`config.mk`:
```
export PLATFORM = sky130hd
export DESIGN_NAME = vec_override_page
export DESIGN_NICKNAME = d
export VERILOG_FILES = /design/src/rtl/vop_pkg.sv /design/src/rtl/vop_regs.sv /design/src/rtl/vop_match.sv /design/src/rtl/vop_mux.sv /design/src/rtl/vec_override_page.sv
export SDC_FILE = /design/constraint.sdc
export NUM_CORES = 1
export LEC_CHECK = 0
export ABC_AREA = 1
export BUFFER_PORTS_ARGS = -buffer_cell sky130_fd_sc_hd__buf_4
export CAP_MARGIN = 20
export CORE_MARGIN = 5
export CORE_UTILIZATION = 45
export DETAILED_ROUTE_END_ITERATION = 7
export GPL_TIMING_DRIVEN = 0
export PLACE_DENSITY = 0.75
export SETUP_SLACK_MARGIN = 0.05
export SLEW_MARGIN = 15
export SYNTH_ARGS = -nofsm -noshare
export SYNTH_HDL_FRONTEND = slang
export SYNTH_HIERARCHICAL = 1
export SYNTH_SLANG_ARGS = --single-unit
```
`constraint.sdc`:
```
create_clock -name clk -period 1.3 [get_ports clk]
set_clock_uncertainty 0.2 [all_clocks]
set_input_delay 0.065 -clock clk [delete_from_list [all_inputs] [get_ports clk]]
set_output_delay 0.065 -clock clk [all_outputs]
set_load 0.01 [all_outputs]
```
`src/rtl/vop_pkg.sv`:
```
package vop_pkg;

  // Widths shared by every module of the block.
  localparam int BYTE_W  = 8;
  localparam int OFS_W   = 8;
  localparam int VEC_W   = 16;
  localparam int CFG_AW  = 3;
  localparam int NSLOT   = 2;

  // Slot 0 is the NMI vector and slot 1 the IRQ vector.
  localparam int SLOT_NMI = 0;
  localparam int SLOT_IRQ = 1;

  // Control register bit positions.
  localparam int NMI_EN_BIT = 4;
  localparam int IRQ_EN_BIT = 6;

  // Even page offset of each vector pair.
  localparam logic [OFS_W-1:0] NMI_BASE = 8'hEA;
  localparam logic [OFS_W-1:0] IRQ_BASE = 8'hEE;

  typedef enum logic [CFG_AW-1:0] {
    CFG_CTRL   = 3'd0,
    CFG_NMI_LO = 3'd1,
    CFG_NMI_HI = 3'd2,
    CFG_IRQ_LO = 3'd3,
    CFG_IRQ_HI = 3'd4
  } cfg_sel_e;

  typedef struct packed {
    logic             nmi_en;
    logic             irq_en;
    logic [VEC_W-1:0] nmi_vec;
    logic [VEC_W-1:0] irq_vec;
  } ovr_cfg_t;

  // True when the offset falls on either byte of the pair that starts at base.
  function automatic logic pair_hit(input logic [OFS_W-1:0] ofs,
                                    input logic [OFS_W-1:0] base);
    return ofs[OFS_W-1:1] == base[OFS_W-1:1];
  endfunction

  // Byte of a vector picked by the low address bit: 0 gives low, 1 gives high.
  function automatic logic [BYTE_W-1:0] vec_byte(input logic [VEC_W-1:0] v,
                                                 input logic             hi);
    return hi ? v[VEC_W-1:BYTE_W] : v[BYTE_W-1:0];
  endfunction

endpackage

```
`src/rtl/vop_regs.sv`:
```
module vop_regs
  import vop_pkg::*;
#(
  parameter int AW = CFG_AW,
  parameter int DW = BYTE_W
) (
  input  logic          clk,
  input  logic          rst_n,
  input  logic          cfg_we,
  input  logic [AW-1:0] cfg_addr,
  input  logic [DW-1:0] cfg_wdata,
  output ovr_cfg_t      cfg_q
);

  ovr_cfg_t cfg_r;

  always_ff @(posedge clk) begin
    if (!rst_n) begin
      cfg_r <= '0;
    end else if (cfg_we) begin
      case (cfg_sel_e'(cfg_addr))
        CFG_CTRL: begin
          cfg_r.nmi_en <= cfg_wdata[NMI_EN_BIT];
          cfg_r.irq_en <= cfg_wdata[IRQ_EN_BIT];
        end
        CFG_NMI_LO: cfg_r.nmi_vec[DW-1:0]     <= cfg_wdata;
        CFG_NMI_HI: cfg_r.nmi_vec[2*DW-1:DW]  <= cfg_wdata;
        CFG_IRQ_LO: cfg_r.irq_vec[DW-1:0]     <= cfg_wdata;
        CFG_IRQ_HI: cfg_r.irq_vec[2*DW-1:DW]  <= cfg_wdata;
        default: ;
      endcase
    end
  end

  assign cfg_q = cfg_r;

  AST_CTRL_TAKEN: assert property (@(posedge clk) disable iff (!rst_n)
    (cfg_we && cfg_addr == AW'(CFG_CTRL)) |=>
      (cfg_q.nmi_en == $past(cfg_wdata[NMI_EN_BIT]) &&
       cfg_q.irq_en == $past(cfg_wdata[IRQ_EN_BIT])));

  AST_CFG_HOLD: assert property (@(posedge clk) disable iff (!rst_n)
    (!cfg_we || cfg_addr > AW'(CFG_IRQ_HI)) |=> $stable(cfg_q));

endmodule

```
`src/rtl/vop_match.sv`:
```
module vop_match
  import vop_pkg::*;
#(
  parameter int OW = OFS_W,
  parameter int NS = NSLOT
) (
  input  logic          page_sel,
  input  logic          bus_rd,
  input  logic [OW-1:0] ofs,
  input  logic [NS-1:0] slot_en,
  output logic [NS-1:0] slot_hit,
  output logic          hi_sel
);

  localparam logic [OW-1:0] SLOT_BASE [NS] = '{NMI_BASE, IRQ_BASE};

  logic rd_active;
  assign rd_active = page_sel && bus_rd;

  for (genvar s = 0; s < NS; s++) begin : g_slot
    assign slot_hit[s] = rd_active && slot_en[s] && pair_hit(ofs, SLOT_BASE[s]);
  end

  assign hi_sel = ofs[0];

endmodule

```
`src/rtl/vop_mux.sv`:
```
module vop_mux
  import vop_pkg::*;
#(
  parameter int DW = BYTE_W,
  parameter int VW = VEC_W,
  parameter int NS = NSLOT
) (
  input  logic [NS-1:0] slot_hit,
  input  logic          hi_sel,
  input  logic [VW-1:0] slot_vec [NS],
  input  logic [DW-1:0] rom_rdata,
  output logic [DW-1:0] rdata
);

  always_comb begin
    rdata = rom_rdata;
    for (int s = 0; s < NS; s++) begin
      if (slot_hit[s]) rdata = vec_byte(slot_vec[s], hi_sel);
    end
  end

endmodule

```
`src/rtl/vec_override_page.sv`:
```
module vec_override_page
  import vop_pkg::*;
#(
  parameter int OW = OFS_W,
  parameter int DW = BYTE_W,
  parameter int AW = CFG_AW
) (
  input  logic          clk,
  input  logic          rst_n,
  input  logic          page_sel,
  input  logic [OW-1:0] bus_addr,
  input  logic          bus_rd,
  input  logic          bus_wr,
  input  logic [DW-1:0] bus_wdata,
  output logic [DW-1:0] bus_rdata,
  output logic [OW-1:0] rom_addr,
  output logic          rom_rd,
  output logic          rom_wr,
  output logic [DW-1:0] rom_wdata,
  input  logic [DW-1:0] rom_rdata,
  input  logic          cfg_we,
  input  logic [AW-1:0] cfg_addr,
  input  logic [DW-1:0] cfg_wdata
);

  ovr_cfg_t         cfg_q;
  logic [NSLOT-1:0] slot_en;
  logic [NSLOT-1:0] slot_hit;
  logic             hi_sel;
  logic [VEC_W-1:0] slot_vec [NSLOT];

  // Named events for the assertions.
  logic nmi_hit, irq_hit;

  vop_regs #(.AW(AW), .DW(DW)) u_regs (
    .clk       (clk),
    .rst_n     (rst_n),
    .cfg_we    (cfg_we),
    .cfg_addr  (cfg_addr),
    .cfg_wdata (cfg_wdata),
    .cfg_q     (cfg_q)
  );

  assign slot_en[SLOT_NMI]  = cfg_q.nmi_en;
  assign slot_en[SLOT_IRQ]  = cfg_q.irq_en;
  assign slot_vec[SLOT_NMI] = cfg_q.nmi_vec;
  assign slot_vec[SLOT_IRQ] = cfg_q.irq_vec;

  vop_match #(.OW(OW), .NS(NSLOT)) u_match (
    .page_sel (page_sel),
    .bus_rd   (bus_rd),
    .ofs      (bus_addr),
    .slot_en  (slot_en),
    .slot_hit (slot_hit),
    .hi_sel   (hi_sel)
  );

  vop_mux #(.DW(DW), .VW(VEC_W), .NS(NSLOT)) u_mux (
    .slot_hit  (slot_hit),
    .hi_sel    (hi_sel),
    .slot_vec  (slot_vec),
    .rom_rdata (rom_rdata),
    .rdata     (bus_rdata)
  );

  assign nmi_hit = slot_hit[SLOT_NMI];
  assign irq_hit = slot_hit[SLOT_IRQ];

  // Write and strobe path is a straight feed-through.
  assign rom_addr  = bus_addr;
  assign rom_rd    = bus_rd;
  assign rom_wr    = bus_wr;
  assign rom_wdata = bus_wdata;

  AST_NMI_BYTE: assert property (@(posedge clk) disable iff (!rst_n)
    nmi_hit |-> bus_rdata == (bus_addr[0] ? cfg_q.nmi_vec[15:8]
                                          : cfg_q.nmi_vec[7:0]));

  AST_IRQ_BYTE: assert property (@(posedge clk) disable iff (!rst_n)
    irq_hit |-> bus_rdata == (bus_addr[0] ? cfg_q.irq_vec[15:8]
                                          : cfg_q.irq_vec[7:0]));

  AST_IDLE_PASS: assert property (@(posedge clk) disable iff (!rst_n)
    (!page_sel || !bus_rd) |-> bus_rdata == rom_rdata);

  AST_NMI_OFF_PASS: assert property (@(posedge clk) disable iff (!rst_n)
    (!cfg_q.nmi_en && bus_addr[7:1] == 7'h75) |-> bus_rdata == rom_rdata);

  AST_OTHER_PASS: assert property (@(posedge clk) disable iff (!rst_n)
    (bus_addr[7:1] != 7'h75 && bus_addr[7:1] != 7'h77) |->
      bus_rdata == rom_rdata);

  AST_ONE_SLOT: assert property (@(posedge clk) disable iff (!rst_n)
    $onehot0({nmi_hit, irq_hit}));

endmodule

```
==> results of run 1 <==
## path summary, 6_finish.rpt
path | slack, ps | end | from
setup / recovery | -450 | bus_rdata[7] | u_regs/cfg_q[33]
hold / removal | -40 | u_regs/cfg_q[16] | cfg_addr[2]
setup reg to reg | 520 | u_regs/cfg_q[22] | u_regs/cfg_q[22]
hold reg to reg | 270 | u_regs/cfg_q[33] | u_regs/cfg_q[33]
## power by group through the flow
stage	Clock, mW	Combinational, mW	Sequential, mW
CTS	0.724	0.508	1.10
floorplan	0	0.288	1.12
detailed placement	0	0.479	1.12
global placement	0	0.473	1.12
finish	0.707	0.514	1.10
global route	0.769	0.571	1.10
## cell type report
class	count	area share (%)
multi-input combinational	233	38.0
sequential	34	24.8
clock buffer	7	2.77
timing repair buffer	69	20.5
inverter	18	2.64
tap	52	2.36
buffer	30	8.86
## worst register-to-register path, cell delays in order, from the launching register on
cell	delay (ps)
dfxtp_1	330
nor2_1	100
nor2_1	50
## timing repair
action,4_1_cts,5_1_grt
hold endpoints to repair,29,0
cloned,0,1
resized for setup,6,9
setup buffers,1,2
pin swaps,2,6
hold buffers,11,0
setup endpoints to repair,8,14
## per-layer routing
| layer | global-route usage [%] | part of all wire, % | wire length, um | vias up |
|---|---|---|---|---|
| met3 | 5.04 | 6.4 | 360 | 9 |
| met2 | 33.7 | 51 | 2850 | 69 |
| met5 | 0 | 0 | 0 | - |
| li1 | - | - | - | 1115 |
| met4 | 7.22 | 1.5 | 86 | 0 |
| met1 | 23.1 | 41 | 2340 | 989 |
## cells in the final DEF, fill, tap and decap left out
master | netlist | routed
buf_1 | 1 | 1
buf_2 | 4 | 3
buf_4 | 19 | 72
buf_6 | 5 | 12
buf_8 | 1 | 1
clkbuf_1 | 0 | 2
clkbuf_8 | 0 | 5
dfxtp_1 | 34 | 33
dfxtp_2 | 0 | 1
dlygate4sd3_1 | 0 | 10
inv_1 | 17 | 16
inv_2 | 0 | 1
inv_6 | 1 | 1
nand2_1 | 66 | 66
nand2_2 | 2 | 2
nand3_1 | 51 | 50
nand3_2 | 0 | 1
nand3b_1 | 1 | 1
nor2_1 | 89 | 88
nor2_2 | 1 | 1
nor2_4 | 7 | 8
o21ai_1 | 8 | 8
or2_0 | 1 | 1
or2_1 | 1 | 1
or2_2 | 6 | 5
or2_4 | 0 | 1
## kinds of logic (layout without fill, tap and decap cells)
| kind of cell | count (synthesis) | count (layout) | synth area share [%] |
|---|---|---|---|
| simple gates | 225 | 225 | 49.0 |
| buf+inv | 48 | 124 | 15.3 |
| flops | 34 | 34 | 33.6 |
| compound gates | 8 | 8 | 1.98 |
==> results by group, run 1 <==
Status
  – Status: finished, violations left
  – Failing checks: hold timing, setup timing

Floorplanning
  – # IOs: between 60 and 70
  – Core area: 0.00435 mm^2
  – Chip height: between 70 and 80 um
  – # rows: 24
  – Die ar.: 0.00594 mm^2
  – Die extent in x: 77.1 um
  – Starting Density: 46.5%

Power and ir drop
  – Static Leak: 1.30 nW
  – Power per Cell Area: 842 mW/mm^2
  – Clock power share: 30.5%
  – Net Sw Power: 610 uW
  – Comb pwr share: 22.2%
  – Register share of total power: a little under half
  – Peak VDD IR: 0.682 mV
  – Internal power: 1.71 mW
  – Sw Ratio: a little over a quarter
  – Pwr Total: 2.32 mW

Critical path
  – Worst path buffer plus inverter count: 2
  – Most frequent CP cell: nand3_1
  – Worst Reg-to-Reg Cells: 2
  – Crit Path Max Fanout: 7
  – Cell chain of the critical path: nand3b_1 > nor2_4 > buf_6 > nand3_1 > nand3_1 > nand2_1 > buf_4
  – CP top delay family: simple AND/OR/NAND/NOR gates
  – WP depth: 7
  – Worst Path Arrival: about 1500 ps
  – Worst path max stage delay: 320 ps
  – Setup Crit Path Kind: register to output port
  – Worst setup SP type: register
  – Critical Path End Type: output port
  – CP max-delay cell: dfxtp_2
  – CP Data Required Time: ~1000 ps

Drt
  – Routed len/inst: 12.7 um
  – Drt pass-1 iters: 4
  – Post-route ant nets: 0
  – Vias per inst: 4.93
  – Iter 0 DRT Violations: 128
  – Routed wire length: 5640 um
  – Post-route DRC violation count: 0
  – Via count: 2182

Synthesis
  – Yosys Warn Count: 6
  – Cells after Synth: 315
  – Yosys reg bits: 34
  – Yosys cell types: 19
  – Synth cell count leaders: 89 x nor2_1, 66 x nand2_1, 51 x nand3_1
  – Yosys top cell area share: 33.6%
  – Asr flop ratio synth: 0%
  – Most frequent cell after synthesis: nor2_1
  – Mean Syn Cell Area: 6.42 um^2
  – Seq/Total Area, Yosys: 33.6%
  – Syn Nets: between 300 and 400
  – Cell taking the most area after synthesis: dfxtp_1
  – Post-synth EDFFs: 0
  – Main area contributors after synthesis: dfxtp_1 34%, nor2_1 17%, nand3_1 13%
  – Post-synth top flop: dfxtp_1
  – Post-Syn Area: 0.00202 mm^2

Timing
  – Final period util: 134%
  – Fin worst setup slack: -447 ps
  – Post-layout min period: 1750 ps
  – Hold WS: -40.7 ps
  – Final Max Tran Viols: 0
  – Relative slew slack: 64.9%
  – Setup TNS: -3490 ps
  – Final hold vios: 6
  – Max frequency: ~0.57 GHz
  – Unrepaired setup endpoints after global routing: yes
  – Final setup violation count: 8
  – Worst Tran Pin Value: ~530 ps

Final layout
  – Multi-input gate area: roughly 0.0010 mm^2
  – # fillers: 428
  – Final non-filler cell total: 443
  – Ant diodes: 0
  – Max reg flops: 34
  – Layout Utilization: 63.2%
  – Reg area: around 680 um^2
  – Layout area overhead: 36.1%
  – Final Net Count: 432
  – Layout cells sized above 1: 29.2%
  – Final instance area: roughly 0.0028 mm^2

Worst hold path
  – Hold depth: 5
  – HP Class: input port to register

Global route
  – Total grt overflow: 0
  – Number of global-route vias before repair: 2112
  – Largest net degree at the start of global routing: 11
  – Tot GR Track Use: 19.5%
  – First-pass GRT wire length: 9490 um
  – Initial antenna violation count: 0

Clock tree
  – Worst-path clk slew: 70 ps
  – Clock buffer depth: 2
  – H-tree depth: 2
  – Clk_lat worst skew: 280 ps
  – Root Buffer: clkbuf_8
  – Cts bufs inserted: 5
  – CTS tree: done
  – Clock Sinks: 34

Placed design
  – Placed inst area: 0.00250 mm^2
  – Setup WS pre-CTS: -343 ps
  – Dpl cells: 422
  – IO Port Bufs: 55
  – DP HPWL: 4110 um
  – RePlAce Congestion: 0.886

Run
  – Maximum Capacitance Violations: 0
(Power assumes the default switching activity.)
==> inputs of run 2 (changes only) <==
--- a/config.mk
+++ b/config.mk
@@ -13,6 +13,7 @@
 export DETAILED_ROUTE_END_ITERATION = 7
 export GPL_TIMING_DRIVEN = 0
 export PLACE_DENSITY = 0.75
+export REMOVE_ABC_BUFFERS = 1
 export SETUP_SLACK_MARGIN = 0.05
 export SLEW_MARGIN = 15
 export SYNTH_ARGS = -nofsm -noshare
==> run 2 against run 1 <==
The flow still finishes with violations (hold timing, setup timing). Critical endpoint is now bus_rdata[4]. Critical path depth did not move. Non-clock buffer count shrank 26. Highest routed layer unchanged. Largest cell class unchanged. Global-route usage is 0.66 points lower. Final cell count fell by 5.6%.
==> results by group, run 2 (synthesis results as in run 1) <==
Timing
  – Post-layout min period: 1800 ps
  – Final hold vios: 6
  – Setup TNS: -3890 ps
  – Final Max Tran Viols: 0
  – Relative slew slack: 61.4%
  – Final period util: 139%
  – Final setup violation count: 8
  – Hold WS: -8.27 ps
  – Max frequency: 0.555 GHz
  – Unrepaired setup endpoints after global routing: yes
  – Fin worst setup slack: -503 ps
  – Worst Tran Pin Value: 578 ps

Placed design
  – DP HPWL: 3430 um
  – RePlAce Congestion: ~0.84
  – Setup WS pre-CTS: -790 ps
  – IO Port Bufs: 48

Clock tree
  – Clk_lat worst skew: 280 ps
  – Clock buffer depth: 2
  – Worst-path clk slew: 70 ps
  – CTS tree: done
  – Root Buffer: clkbuf_8
  – H-tree depth: 2
  – Clock Sinks: 34
  – Cts bufs inserted: 5

Critical path
  – Setup Crit Path Kind: register to output port
  – Worst setup SP type: register
  – Critical Path End Type: output port
  – Crit Path Max Fanout: 4
  – CP Data Required Time: between 1000 and 1500 ps
  – Worst Path Arrival: approximately 1500 ps

Drt
  – Post-route DRC violation count: 0
  – Iter 0 DRT Violations: between 100 and 150
  – Vias per inst: 4.99
  – Met3 wire length: 561 um
  – Routed wire length: 5710 um
  – Via count: between 2000 and 2500
  – Routed len/inst: 13.7 um
  – Highest metal used: met4
  – Met1 WL: 2310 um
  – Wire length on met2: approximately 2700 um
  – Post-route ant nets: 0
  – Drt pass-1 iters: 4

Power and ir drop
  – Pwr Total: 2.35 mW
  – Peak VDD IR: about 0.46 mV
  – Static Leak: roughly 1.2 nW
  – Power per Cell Area: 878 mW/mm^2

Global route
  – First-pass GRT wire length: 9160 um
  – Largest net degree at the start of global routing: 35
  – Initial antenna violation count: 0
  – Tot GR Track Use: 18.9%
  – Total grt overflow: 0
  – Number of global-route vias before repair: 1962

Status
  – Failing checks: hold timing, setup timing
  – Status: finished, violations left

Worst hold path
  – HP Class: input port to register

Final layout
  – Most frequent cells in the layout: 83 x nor2_1, 64 x nand2_1, 45 x buf_4, 45 x nand3_1, 33 x dfxtp_1
  – Final Net Count: 406
  – Ant diodes: 0
  – Layout cells sized above 1: between 20% and 30%
  – Layout area overhead: 32.3%
  – Max reg flops: 34
  – # fillers: 402
  – Commonest non-fill, non-tap cell in the layout: nor2_1

Floorplanning
  – Starting Density: 46.5%
  – # rows: 24
  – Core area: 0.00435 mm^2
  – # IOs: 67
  – Die extent in x: 77.1 um
  – Chip height: 77.1 um
  – Die ar.: 0.00594 mm^2

Run
  – Maximum Capacitance Violations: 0
[run 2: what timing repair did]
| action | in CTS | in global routing |
|---|---|---|
| pin swaps | 4 | 6 |
| hold buffers | 18 | 0 |
| endpoints found under the setup margin | 8 | 8 |
| setup buffers | 3 | 3 |
| hold endpoints to repair | 43 | 0 |
| resized for setup | 14 | 13 |
| cloned | 0 | 1 |
[run 2: worst max-delay path: stages (launching register included)]
cell      delay (ps)
dfxtp_1          310
nand3b_1         150
nor2_4            70
buf_6            140
or2_2            280
nand3_1           90
nand2_1           70
buf_4            140
[run 2: area by class of cell]
cell class	instances	area, um^2	share of cell area, %
Clock buffer	7	86.3	3.22
Clock inverter	1	5.00	0.187
Inverter	18	76.3	2.85
Multi-Input combinational cell	233	1100	41.1
Sequential cell	34	682	25.5
Tap cell	52	65.1	2.43
Timing Repair Buffer	73	662	24.7
[run 2: final timing paths]
kind         cells after the start  slack [ps]        startpoint          endpoint
max                              7        -500  u_regs/cfg_q[33]      bus_rdata[4]
min                              5          -8       cfg_addr[1]  u_regs/cfg_q[17]
max reg2reg                      2         520  u_regs/cfg_q[21]  u_regs/cfg_q[21]
min reg2reg                      2         280  u_regs/cfg_q[26]  u_regs/cfg_q[26]
[run 2: stage by stage]
step	std cells	utilization [%]	cell area [um^2]
floorplan	285	-	1790
global placement	385	50.8	2210
detailed placement	385	50.8	2210
CTS	414	59.3	2580
global route	418	61.5	2680
finish	418	61.5	2680
[run 2: where the power goes]
group	leakage, nW	switching (mW)	total [mW]	internal (mW)
Combinational	0.882	0.248	0.458	0.210
Clock	0.0482	0.370	0.796	0.427
Sequential	0.277	0.0177	1.10	1.08
Total	1.21	0.635	2.35	1.72
[run 2: metal layers]
layer  GRT usage [%]  up-vias
met5               0        -
met4            7.22        0
met3            4.80        8
met2            30.6       95
met1            23.9      919
li1                -     1063
==> inputs of run 3 (changes only) <==
--- a/config.mk
+++ b/config.mk
@@ -15,6 +15,7 @@
 export PLACE_DENSITY = 0.75
 export REMOVE_ABC_BUFFERS = 1
 export SETUP_SLACK_MARGIN = 0.05
+export SKIP_CTS_REPAIR_TIMING = 1
 export SLEW_MARGIN = 15
 export SYNTH_ARGS = -nofsm -noshare
 export SYNTH_HDL_FRONTEND = slang
==> run 3 against run 2 <==
Hold slack worse by 23 ps. Die area is the same. The run still ends with hold timing, setup timing left. Combinational power down 2%. Sequential power about the same. Via count down 2.3%. Total power is 0.34% lower. Flip-flop and latch count did not move. Fmax up 2.0%. Sequential share of layout area is 0.87 points higher. Count of clock-buffer cells in the layout stayed put. Critical path type unchanged. Register-to-register slack is essentially flat.
==> results by group, run 3 (synthesis results as in run 1) <==
Critical path
  – Reg-to-reg setup timing slack: 520 ps
  – Worst setup SP type: register
  – Critical Path End Type: output port
  – Reg2reg end: u_regs/cfg_q[19]
  – CP Data Required Time: 1030 ps
  – Worst Reg-to-Reg Cells: 2
  – Setup Crit Path Kind: register to output port
  – RR Startpoint: u_regs/cfg_q[19]
  – Worst Setup SP: u_regs/cfg_q[32]
  – Worst setup path end: bus_rdata[6]
  – Worst Path Arrival: roughly 1500 ps
  – Crit Path Max Fanout: 8

Drt
  – Drt pass-1 iters: 4
  – Iter 0 DRT Violations: 150
  – Post-route DRC violation count: 0
  – Routed len/inst: 13.6 um
  – Post-route ant nets: 0
  – Routed wire length: between 5000 and 6000 um
  – Via count: 2037
  – Vias per inst: 4.98

Final layout
  – Ant diodes: 0
  – Final Net Count: 397
  – # fillers: 409
  – Commonest non-fill, non-tap cell in the layout: nor2_1
  – Max reg flops: 34
  – Most frequent cells in the layout: 84 x nor2_1, 65 x nand2_1, 44 x buf_4, 44 x nand3_1, 32 x dfxtp_1
  – Layout cells sized above 1: between 20% and 30%
  – Layout Utilization: 59.6%
  – Layout area overhead: 28.2%

Power and ir drop
  – Static Leak: ~1.2 nW
  – Peak VDD IR: 0.423 mV
  – Power per Cell Area: 903 mW/mm^2
  – Pwr Total: 2.34 mW

Timing
  – Final hold vios: 15
  – Post-layout min period: 1770 ps
  – Final Max Tran Viols: 0
  – Fin worst setup slack: -468 ps
  – Setup TNS: -3590 ps
  – Worst Tran Pin Value: 589 ps
  – Relative slew slack: 60.6%
  – Max frequency: 0.566 GHz
  – Final setup violation count: 8
  – Hold WS: -31.7 ps
  – Unrepaired setup endpoints after global routing: yes
  – Final period util: 136%

Floorplanning
  – # IOs: 67
  – Die extent in x: 77.1 um
  – Die ar.: 0.00594 mm^2
  – Chip height: 77.1 um
  – Starting Density: between 40% and 50%
  – # rows: 24
  – Core area: roughly 0.0044 mm^2

Placed design
  – IO Port Bufs: 48
  – RePlAce Congestion: 0.837
  – DP HPWL: between 3000 and 4000 um

Clock tree
  – Clock Sinks: 34
  – H-tree depth: 2
  – CTS tree: done
  – Worst-path clk slew: 70 ps
  – Clk_lat worst skew: between 200 and 300 ps
  – Cts bufs inserted: 5
  – Clock buffer depth: 2
  – Root Buffer: clkbuf_8

Global route
  – Initial antenna violation count: 0
  – First-pass GRT wire length: 8480 um
  – Largest net degree at the start of global routing: 35
  – Tot GR Track Use: 17.5%
  – Total grt overflow: 0
  – Number of global-route vias before repair: 1840

Worst hold path
  – HP Class: input port to register

Status
  – Status: finished, violations left
  – Failing checks: hold timing, setup timing

Run
  – Maximum Capacitance Violations: 0
[run 3: how the worst min path moves through the flow]
stage / startpoint / end / slack (ps) / cells past startpoint
5_1_grt: cfg_wdata[3] / u_regs/cfg_q[11] / 3 / 5
3_5_place_dp: bus_wdata[0] / rom_wdata[0] / -70 / 0
6_report: cfg_wdata[3] / u_regs/cfg_q[3] / -30 / 5
3_3_place_gp: bus_wdata[0] / rom_wdata[0] / -70 / 0
4_1_cts: bus_wdata[0] / rom_wdata[0] / -70 / 0
2_1_floorplan: bus_addr[0] / rom_addr[0] / -70 / 0
[run 3: report_power, final]
| part | internal, mW | total (mW) | switching (mW) | leakage [nW] |
|---|---|---|---|---|
| logic | 0.204 | 0.450 | 0.246 | 0.843 |
| registers | 1.08 | 1.10 | 0.0179 | 0.277 |
| clock network | 0.427 | 0.797 | 0.370 | 0.0482 |
| total | 1.71 | 2.34 | 0.634 | 1.17 |
[run 3: final cells by class]
cell class	instances	area [um^2]	share of cell area [%]
clock buffer	7	86.3	3.33
tap	52	65.1	2.51
multi-input combinational	233	1110	42.7
inverter	18	76.3	2.94
sequential	34	683	26.3
clock inverter	1	5.00	0.193
timing repair buffer	64	571	22.0
[run 3: per-layer routing]
metal	share of wire [%]	GRT usage [%]	wire length [um]	vias up
met5	0	0	0	-
met4	0.34	4.98	19	0
met3	8.7	5.39	484	2
met2	48	27.4	2670	78
met1	43	23.2	2410	912
li1	-	-	-	1045
[run 3: worst max-delay path, cell delays in order (launching register included)]
cell        delay (ps)
dfxtp_2            340
nand3_2             80
nor2_4             110
clkinvlp_4         150
buf_12             180
nor2_1              90
o21ai_1             70
nand2_1             80
buf_4              120
[run 3: stage by stage]
step | setup WS (ps) | instance area (um^2) | hold slack, ps | std cells
after global routing | -526 | 2590 | 2.55 | 409
after global placement | -763 | 2210 | -69.9 | 385
after detailed placement | -790 | 2210 | -69.9 | 385
final | -468 | 2590 | -31.7 | 409
after floorplan | -183 | 1790 | -70.0 | 285
after CTS | -1080 | 2300 | -69.9 | 393
